==> src/rtl/spi_ctl_pkg.sv <==
package spi_ctl_pkg;

   typedef enum logic {
      DIR_WRITE = 1'b0,
      DIR_READ  = 1'b1
   } dir_e;

   function automatic int frame_bits(input int aw, input int dw);
      return 1 + aw + dw;
   endfunction

   function automatic int cnt_bits(input int aw, input int dw);
      return $clog2(frame_bits(aw, dw) + 1);
   endfunction

endpackage

==> src/rtl/spi_frame_rx.sv <==
module spi_frame_rx
   import spi_ctl_pkg::*;
#(
   parameter int ADDR_W = 7,
   parameter int DATA_W = 8,
   localparam int FRAME = frame_bits(ADDR_W, DATA_W),
   localparam int CNT_W = cnt_bits(ADDR_W, DATA_W)
) (
   input  logic              sclk,
   input  logic              cs_n,
   input  logic              mosi,
   output logic [CNT_W-1:0]  cnt,
   output dir_e              dir,
   output logic [ADDR_W-1:0] addr,
   output logic              wr_en,
   output logic [DATA_W-1:0] wr_data
);

   localparam int HEAD = 1 + ADDR_W;
   localparam logic [CNT_W-1:0] FRAME_C = CNT_W'(FRAME);
   localparam logic [CNT_W-1:0] LAST_C  = CNT_W'(FRAME - 1);
   localparam logic [CNT_W-1:0] HEAD_C  = CNT_W'(HEAD);

   logic [HEAD-1:0]   hdr_q;
   logic [DATA_W-2:0] dat_q;

   // bit counter, saturating at the frame length
   always_ff @(posedge sclk or posedge cs_n) begin
      if (cs_n) begin
         cnt <= '0;
      end else if (cnt != FRAME_C) begin
         cnt <= cnt + CNT_W'(1);
      end
   end

   // header capture: stops once the header is complete
   always_ff @(posedge sclk or posedge cs_n) begin
      if (cs_n) begin
         hdr_q <= '0;
      end else if (cnt < HEAD_C) begin
         hdr_q <= {hdr_q[HEAD-2:0], mosi};
      end
   end

   // data capture for all but the last data bit
   always_ff @(posedge sclk or posedge cs_n) begin
      if (cs_n) begin
         dat_q <= '0;
      end else if ((cnt >= HEAD_C) && (cnt < LAST_C)) begin
         dat_q <= {dat_q[DATA_W-3:0], mosi};
      end
   end

   assign dir     = dir_e'(hdr_q[HEAD-1]);
   assign addr    = hdr_q[ADDR_W-1:0];
   assign wr_data = {dat_q, mosi};
   assign wr_en   = !cs_n && (cnt == LAST_C) && (dir == DIR_WRITE);

   assert_cnt_bound_R7 : assert property (
      @(posedge sclk) disable iff (cs_n)
      cnt <= FRAME_C
   ) else $error("bit counter beyond frame length");

endmodule

==> src/rtl/spi_reg_bank.sv <==
module spi_reg_bank #(
   parameter int ADDR_W = 7,
   parameter int DATA_W = 8,
   parameter int NREGS  = 2 ** ADDR_W,
   parameter logic [DATA_W-1:0] RESET_VAL = '0,
   localparam int FLAT_W = NREGS * DATA_W
) (
   input  logic              sclk,
   input  logic              rst_n,
   input  logic              wr_en,
   input  logic [ADDR_W-1:0] wr_addr,
   input  logic [DATA_W-1:0] wr_data,
   input  logic [ADDR_W-1:0] rd_addr,
   output logic [DATA_W-1:0] rd_data,
   output logic [FLAT_W-1:0] regs_flat
);

   for (genvar g = 0; g < NREGS; g++) begin : g_reg
      logic [DATA_W-1:0] q;
      always_ff @(posedge sclk or negedge rst_n) begin
         if (!rst_n) begin
            q <= RESET_VAL;
         end else if (wr_en && (wr_addr == ADDR_W'(g))) begin
            q <= wr_data;
         end
      end
      assign regs_flat[g*DATA_W +: DATA_W] = q;
   end

   // indexes beyond the populated range read as zero
   always_comb begin
      rd_data = '0;
      for (int i = 0; i < NREGS; i++) begin
         if (rd_addr == ADDR_W'(i)) begin
            rd_data = regs_flat[i*DATA_W +: DATA_W];
         end
      end
   end

endmodule

==> src/rtl/spi_rd_tx.sv <==
module spi_rd_tx
   import spi_ctl_pkg::*;
#(
   parameter int ADDR_W = 7,
   parameter int DATA_W = 8,
   localparam int FRAME = frame_bits(ADDR_W, DATA_W),
   localparam int CNT_W = cnt_bits(ADDR_W, DATA_W)
) (
   input  logic              sclk,
   input  logic              cs_n,
   input  logic [CNT_W-1:0]  cnt,
   input  dir_e              dir,
   input  logic [DATA_W-1:0] rd_data,
   output logic              sdo,
   output logic              sdo_oe
);

   localparam logic [CNT_W-1:0] FRAME_C = CNT_W'(FRAME);
   localparam logic [CNT_W-1:0] HEAD_C  = CNT_W'(1 + ADDR_W);

   logic [DATA_W-1:0] tx_q;
   logic              oe_q;

   // launch on falling edges so the host samples a settled bit
   always_ff @(negedge sclk or posedge cs_n) begin
      if (cs_n) begin
         oe_q <= 1'b0;
         tx_q <= '0;
      end else if ((cnt == HEAD_C) && (dir == DIR_READ)) begin
         oe_q <= 1'b1;
         tx_q <= rd_data;
      end else if (oe_q) begin
         if (cnt == FRAME_C) begin
            oe_q <= 1'b0;
            tx_q <= '0;
         end else begin
            tx_q <= {tx_q[DATA_W-2:0], 1'b0};
         end
      end
   end

   assign sdo_oe = oe_q;
   assign sdo    = oe_q & tx_q[DATA_W-1];

   assert_oe_read_R4 : assert property (
      @(negedge sclk) disable iff (cs_n)
      oe_q |-> (dir == DIR_READ)
   ) else $error("readback driven in a write frame");

   assert_oe_window_R5 : assert property (
      @(negedge sclk) disable iff (cs_n)
      oe_q |-> (cnt > HEAD_C)
   ) else $error("readback driven before the header completed");

endmodule

==> src/rtl/spi_ctl_slave.sv <==
module spi_ctl_slave
   import spi_ctl_pkg::*;
#(
   parameter int ADDR_W = 7,
   parameter int DATA_W = 8,
   parameter int NREGS  = 2 ** ADDR_W,
   parameter logic [DATA_W-1:0] RESET_VAL = '0
) (
   input  logic                    rst_n,
   input  logic                    sclk,
   input  logic                    cs_n,
   input  logic                    mosi,
   output logic                    sdo,
   output logic                    sdo_oe,
   output logic [NREGS*DATA_W-1:0] regs_flat
);

   localparam int CNT_W = cnt_bits(ADDR_W, DATA_W);

   if (ADDR_W < 1 || ADDR_W > 10) begin : g_bad_addr_w
      $error("ADDR_W out of the supported range 1..10");
   end
   if (DATA_W < 3) begin : g_bad_data_w
      $error("DATA_W must be at least 3");
   end
   if (NREGS < 1 || NREGS > 2 ** ADDR_W) begin : g_bad_nregs
      $error("NREGS must lie between 1 and 2**ADDR_W");
   end

   logic [CNT_W-1:0]  cnt;
   dir_e              dir;
   logic [ADDR_W-1:0] addr;
   logic              wr_en;
   logic [DATA_W-1:0] wr_data;
   logic [DATA_W-1:0] rd_data;

   spi_frame_rx #(.ADDR_W(ADDR_W), .DATA_W(DATA_W)) u_rx (
      .sclk    (sclk),
      .cs_n    (cs_n),
      .mosi    (mosi),
      .cnt     (cnt),
      .dir     (dir),
      .addr    (addr),
      .wr_en   (wr_en),
      .wr_data (wr_data)
   );

   spi_reg_bank #(
      .ADDR_W(ADDR_W), .DATA_W(DATA_W), .NREGS(NREGS), .RESET_VAL(RESET_VAL)
   ) u_bank (
      .sclk      (sclk),
      .rst_n     (rst_n),
      .wr_en     (wr_en),
      .wr_addr   (addr),
      .wr_data   (wr_data),
      .rd_addr   (addr),
      .rd_data   (rd_data),
      .regs_flat (regs_flat)
   );

   spi_rd_tx #(.ADDR_W(ADDR_W), .DATA_W(DATA_W)) u_tx (
      .sclk    (sclk),
      .cs_n    (cs_n),
      .cnt     (cnt),
      .dir     (dir),
      .rd_data (rd_data),
      .sdo     (sdo),
      .sdo_oe  (sdo_oe)
   );

   assert_no_wr_during_rd_R3 : assert property (
      @(posedge sclk) disable iff (!rst_n || cs_n)
      wr_en |-> !sdo_oe
   ) else $error("register commit while readback is driven");

endmodule

==> config.mk <==
export PLATFORM = sky130hd
export DESIGN_NAME = spi_ctl_slave
export DESIGN_NICKNAME = d
export VERILOG_FILES = /design/src/rtl/spi_ctl_pkg.sv /design/src/rtl/spi_frame_rx.sv /design/src/rtl/spi_reg_bank.sv /design/src/rtl/spi_rd_tx.sv /design/src/rtl/spi_ctl_slave.sv
export SDC_FILE = /design/constraint.sdc
export NUM_CORES = 2
export LEC_CHECK = 0
export BUFFER_PORTS_ARGS = -buffer_cell sky130_fd_sc_hd__buf_2
export CORE_AREA = 2 2 403 405
export DETAILED_ROUTE_END_ITERATION = 8
export DIE_AREA = 0 0 405 407
export GPL_TIMING_DRIVEN = 0
export HOLD_SLACK_MARGIN = 0.12
export PLACE_DENSITY = 0.61
export SETUP_SLACK_MARGIN = 0.4
export SLEW_MARGIN = 10
export SYNTH_ARGS = -nofsm -noshare
export SYNTH_HDL_FRONTEND = slang
export SYNTH_HIERARCHICAL = 1
export SYNTH_SLANG_ARGS = --single-unit
==> constraint.sdc <==
create_clock -name sclk -period 6.5 [get_ports sclk]
set_input_delay 0.65 -clock sclk [delete_from_list [all_inputs] [get_ports sclk]]
set_output_delay 0.65 -clock sclk [all_outputs]
set_load 0.005 [all_outputs]
==> metrics.txt <==
status complete, but fails checks; Clk Latency, worst-skew pair 0.80 ns; simple-gate area share of the yosys netlist under 10%; core area around 160,000 sq um; post-synthesis xor/xnor area fraction less than 1%; Final setup viols 8; final worst setup slack -0.7319 ns; Hold Fails Final Rpt 0; Starting Density between 30 and 40%; FP Rows between 100 and 150; highest routed metal layer met5; WL met2 approximately 170,000 microns; fin nets approximately 5,900; Placed Area around 62,000 sq um; initial antenna violation count between 60 and 70; Worst EP required between 3 and 4 ns; TritonCTS clock tree yes; Vias per Instance about 7; main combinational cell family by area after synthesis multiplexers; crit path kind flip-flop to flip-flop; final total power 15.36 mW; Synth area leader dfrtp_1; CTS Buffer Depth 3; largest fanout on the critical path 10; Port Buffer Count 1,029; area grow syn2layout 33.68%; via count roughly 57,000; Synth Cell Area approximately 53,000 sq um; Distinct cells, synth 106; sequence of cells on the critical path clkbuf_4 -> nor2b_4 -> buf_6 -> buf_6 -> a21oi_1 -> o21ai_0 -> o31ai_1 -> o211ai_1 -> a21oi_2 -> a21oi_1 -> nor3_1 -> a31oi_1; Vert. Die Dim 407 microns; #FFs+latches synth about 1,100; post-synthesis adder-cell area fraction less than 1%; Hold WC Path Type primary input to flip-flop; Synthesized Nets 4,542; kind of cell adding the most delay to the critical path compound AO/OA/AOI/OAI gates; maxcap violations 1; failing checks design-rule violations, max-capacitance violations, max-slew violations, negative setup slack; compound-gate portion of the synthesized area 14.16%; Final GP Congestion 1.082; gr usage total between 50 and 60%; Peak VDD IR approximately 0.2 mV; First DRT Iteration DRCs 9,200; GRT overflow 0; Worst Skew 0.08370 ns; DRC 1; Layout Utilization roughly 44%; vias in the first global route approximately 52,000; fin. max-slew vios 11; Critical Path End Type flip-flop; Setup Slack @ Placement -2.780 ns; Avg Cell Area, Syn roughly 12 sq um; Max stage delay on crit path ~0.97 ns; proportion of synthesized area in mux cells 24.86%; largest cells by area after synthesis dfrtp_1 49%, mux2_2 23%, a21oi_1 2.2%, o21ai_0 1.8%, nor2_1 1.7%; boundary pin count around 1,000; Mapped Cells 4,535; H-tree depth 3; largest net degree at the start of global routing 151; first-pass GRT wire length around 540,000 microns; die width 405 microns; synth warn 6; CTS Buf Count about 110; crit path buf inv count 3; DRT met1 WL between 150,000 and 200,000 microns; Arr. time, crit path approximately 4.7 ns; DRT Pass-1 Iters 9; Clock Root Buffer clkbuf_16; ys flop type dfrtp_1; RSZ-0062 raised after global routing yes; final WL between 400,000 and 500,000 microns; CP max stage cell o211ai_1; Leak Pwr around 36 nW; DR WL/cell ~53 microns; PD cells approximately 220 nW/um^2; Clock Pin Slew Worst Setup and Hold Paths 0.07 ns; Die Footprint between 150,000 and 200,000 sq um; Worst-Margin Slew 1.543 ns; post-route cell area 70,950 sq um; Seq/Total Area, Yosys 49.65%; relative max-transition margin -2.862%; Async S/R FF share, synth 100.0%; WL met3 between 60,000 and 70,000 microns; post-synth top area share 49.22%; CP startpoint kind flip-flop; layout cells sized above 1 around 50%; clock sink count 1,053; HPWL after DPL 321,200 microns; ANT nets after route 0; number of synthesized flops with an enable pin 0
==> worst paths after layout <==
check | startpoint | endpoint | slack (ns) | cells past startpoint
hold / removal | mosi | u_rx/hdr_q[0] | 0.37 | 2
max in group asynchronous | cs_n | u_tx/tx_q[7] | 2.38 | 3
setup reg to reg | u_rx/hdr_q[0] | u_tx/tx_q[1] | -0.73 | 12
hold reg to reg | u_bank/g_reg[4].q[5] | u_bank/g_reg[4].q[5] | 0.53 | 1
min in group asynchronous | rst_n | u_bank/g_reg[62].q[4] | 0.48 | 2
setup / recovery | u_rx/hdr_q[0] | u_tx/tx_q[1] | -0.73 | 12
==> cell usage in the layout (no fill, tap or decap), types with 33 or more instances in the layout <==
| master | netlist | final |
|---|---|---|
| o21ai_0 | 192 | 157 |
| o21ai_1 | 15 | 33 |
| nand2b_1 | 51 | 43 |
| buf_2 | 96 | 1041 |
| mux2i_1 | 86 | 71 |
| clkbuf_1 | 208 | 144 |
| a21oi_1 | 234 | 217 |
| dfrtp_1 | 1044 | 1037 |
| nor3_1 | 53 | 39 |
| nand3_1 | 37 | 34 |
| buf_4 | 31 | 189 |
| o22ai_1 | 91 | 80 |
| buf_6 | 21 | 64 |
| buf_16 | 0 | 38 |
| nand2_1 | 222 | 206 |
| a31oi_1 | 57 | 51 |
| nor2_1 | 244 | 227 |
| clkbuf_8 | 0 | 38 |
| o221ai_1 | 39 | 34 |
| buf_12 | 0 | 64 |
| o211ai_1 | 64 | 64 |
| diode_2 | 0 | 39 |
| mux2_2 | 1068 | 1067 |
| clkbuf_16 | 0 | 121 |
| a22oi_1 | 87 | 83 |
==> synthesized netlist by cell type (all sizes together), types with 38 or more instances <==
| master | instances |
|---|---|
| a211oi | 39 |
| nand3 | 38 |
| buf | 165 |
| a21oi | 236 |
| nor2 | 248 |
| a31oi | 57 |
| o22ai | 91 |
| a22oi | 88 |
| nor3 | 56 |
| o211ai | 66 |
| dfrtp | 1044 |
| clkbuf | 208 |
| o221ai | 39 |
| nand2b | 51 |
| o21ai | 208 |
| nand2 | 223 |
| mux2i | 86 |
| mux2 | 1069 |
==> power by group <==
part | internal [mW] | leakage, nW | total (mW) | switching [mW]
clock network | 3.92 | 1.90 | 6.86 | 2.94
registers | 6.57 | 14.6 | 6.59 | 0.0234
logic | 0.493 | 19.4 | 1.91 | 1.41
total | 11.0 | 36.0 | 15.4 | 4.38
==> metal layers <==
layer,GRT usage [%],up-vias
met2,70.78,5625
met4,43.24,45
met3,23.51,1898
met1,58.92,29140
met5,1.308,-
li1,-,19950
==> cell type report <==
class | count | area (sq um)
Buffer | 372 | 3747
Tap cell | 2160 | 2703
Antenna cell | 39 | 97.59
Inverter | 17 | 66.31
Multi-Input combinational cell | 3092 | 26500
Clock buffer | 155 | 3237
Timing Repair Buffer | 1257 | 7605
Fill cell | 15230 | 89250
Clock inverter | 50 | 631.9
Sequential cell | 1053 | 26360
==> metrics by stage <==
stage	std cells	hold WS [ns]	TNS, ns
after floorplan	4535	0.3544	0
after global placement	7724	0.5118	-
after detailed placement	7758	0.5184	-19.07
after CTS	8124	0.3438	-2.515
after global routing	8166	0.3684	-4.002
final	8195	0.3696	-5.049
==> cell families (layout without fill, tap and decap cells) <==
group	count (synthesis)	after routing
multiplexers	1168	1168
AO/OA/AOI/OAI	1113	1113
flip-flops	1053	1053
AND/OR/NAND/NOR	805	805
buffers and inverters	390	1851
adder cells (fa/ha/maj)	3	3
XOR/XNOR	3	3
other	0	39
==> flip-flops by register name, indices dropped and copies added (netlist names) <==
| register | count |
|---|---|
| u_tx/sdo_oe | 1 |
| u_rx/dat_q | 7 |
| u_rx/cnt | 5 |
| u_tx/tx_q | 8 |
| u_rx/hdr_q | 8 |
| u_bank/g.q | 1024 |
==> repair_timing <==
| action | in CTS | in global routing |
|---|---|---|
| endpoints found under the hold margin | 115 | 0 |
| hold buffers | 2 | 0 |
| setup buffers | 155 | 31 |
| gates resized for setup | 788 | 99 |
| endpoints found under the setup margin | 8 | 9 |
| cloned | 5 | 0 |
| pin swaps | 84 | 53 |
Power figures use the tool's default switching activity.
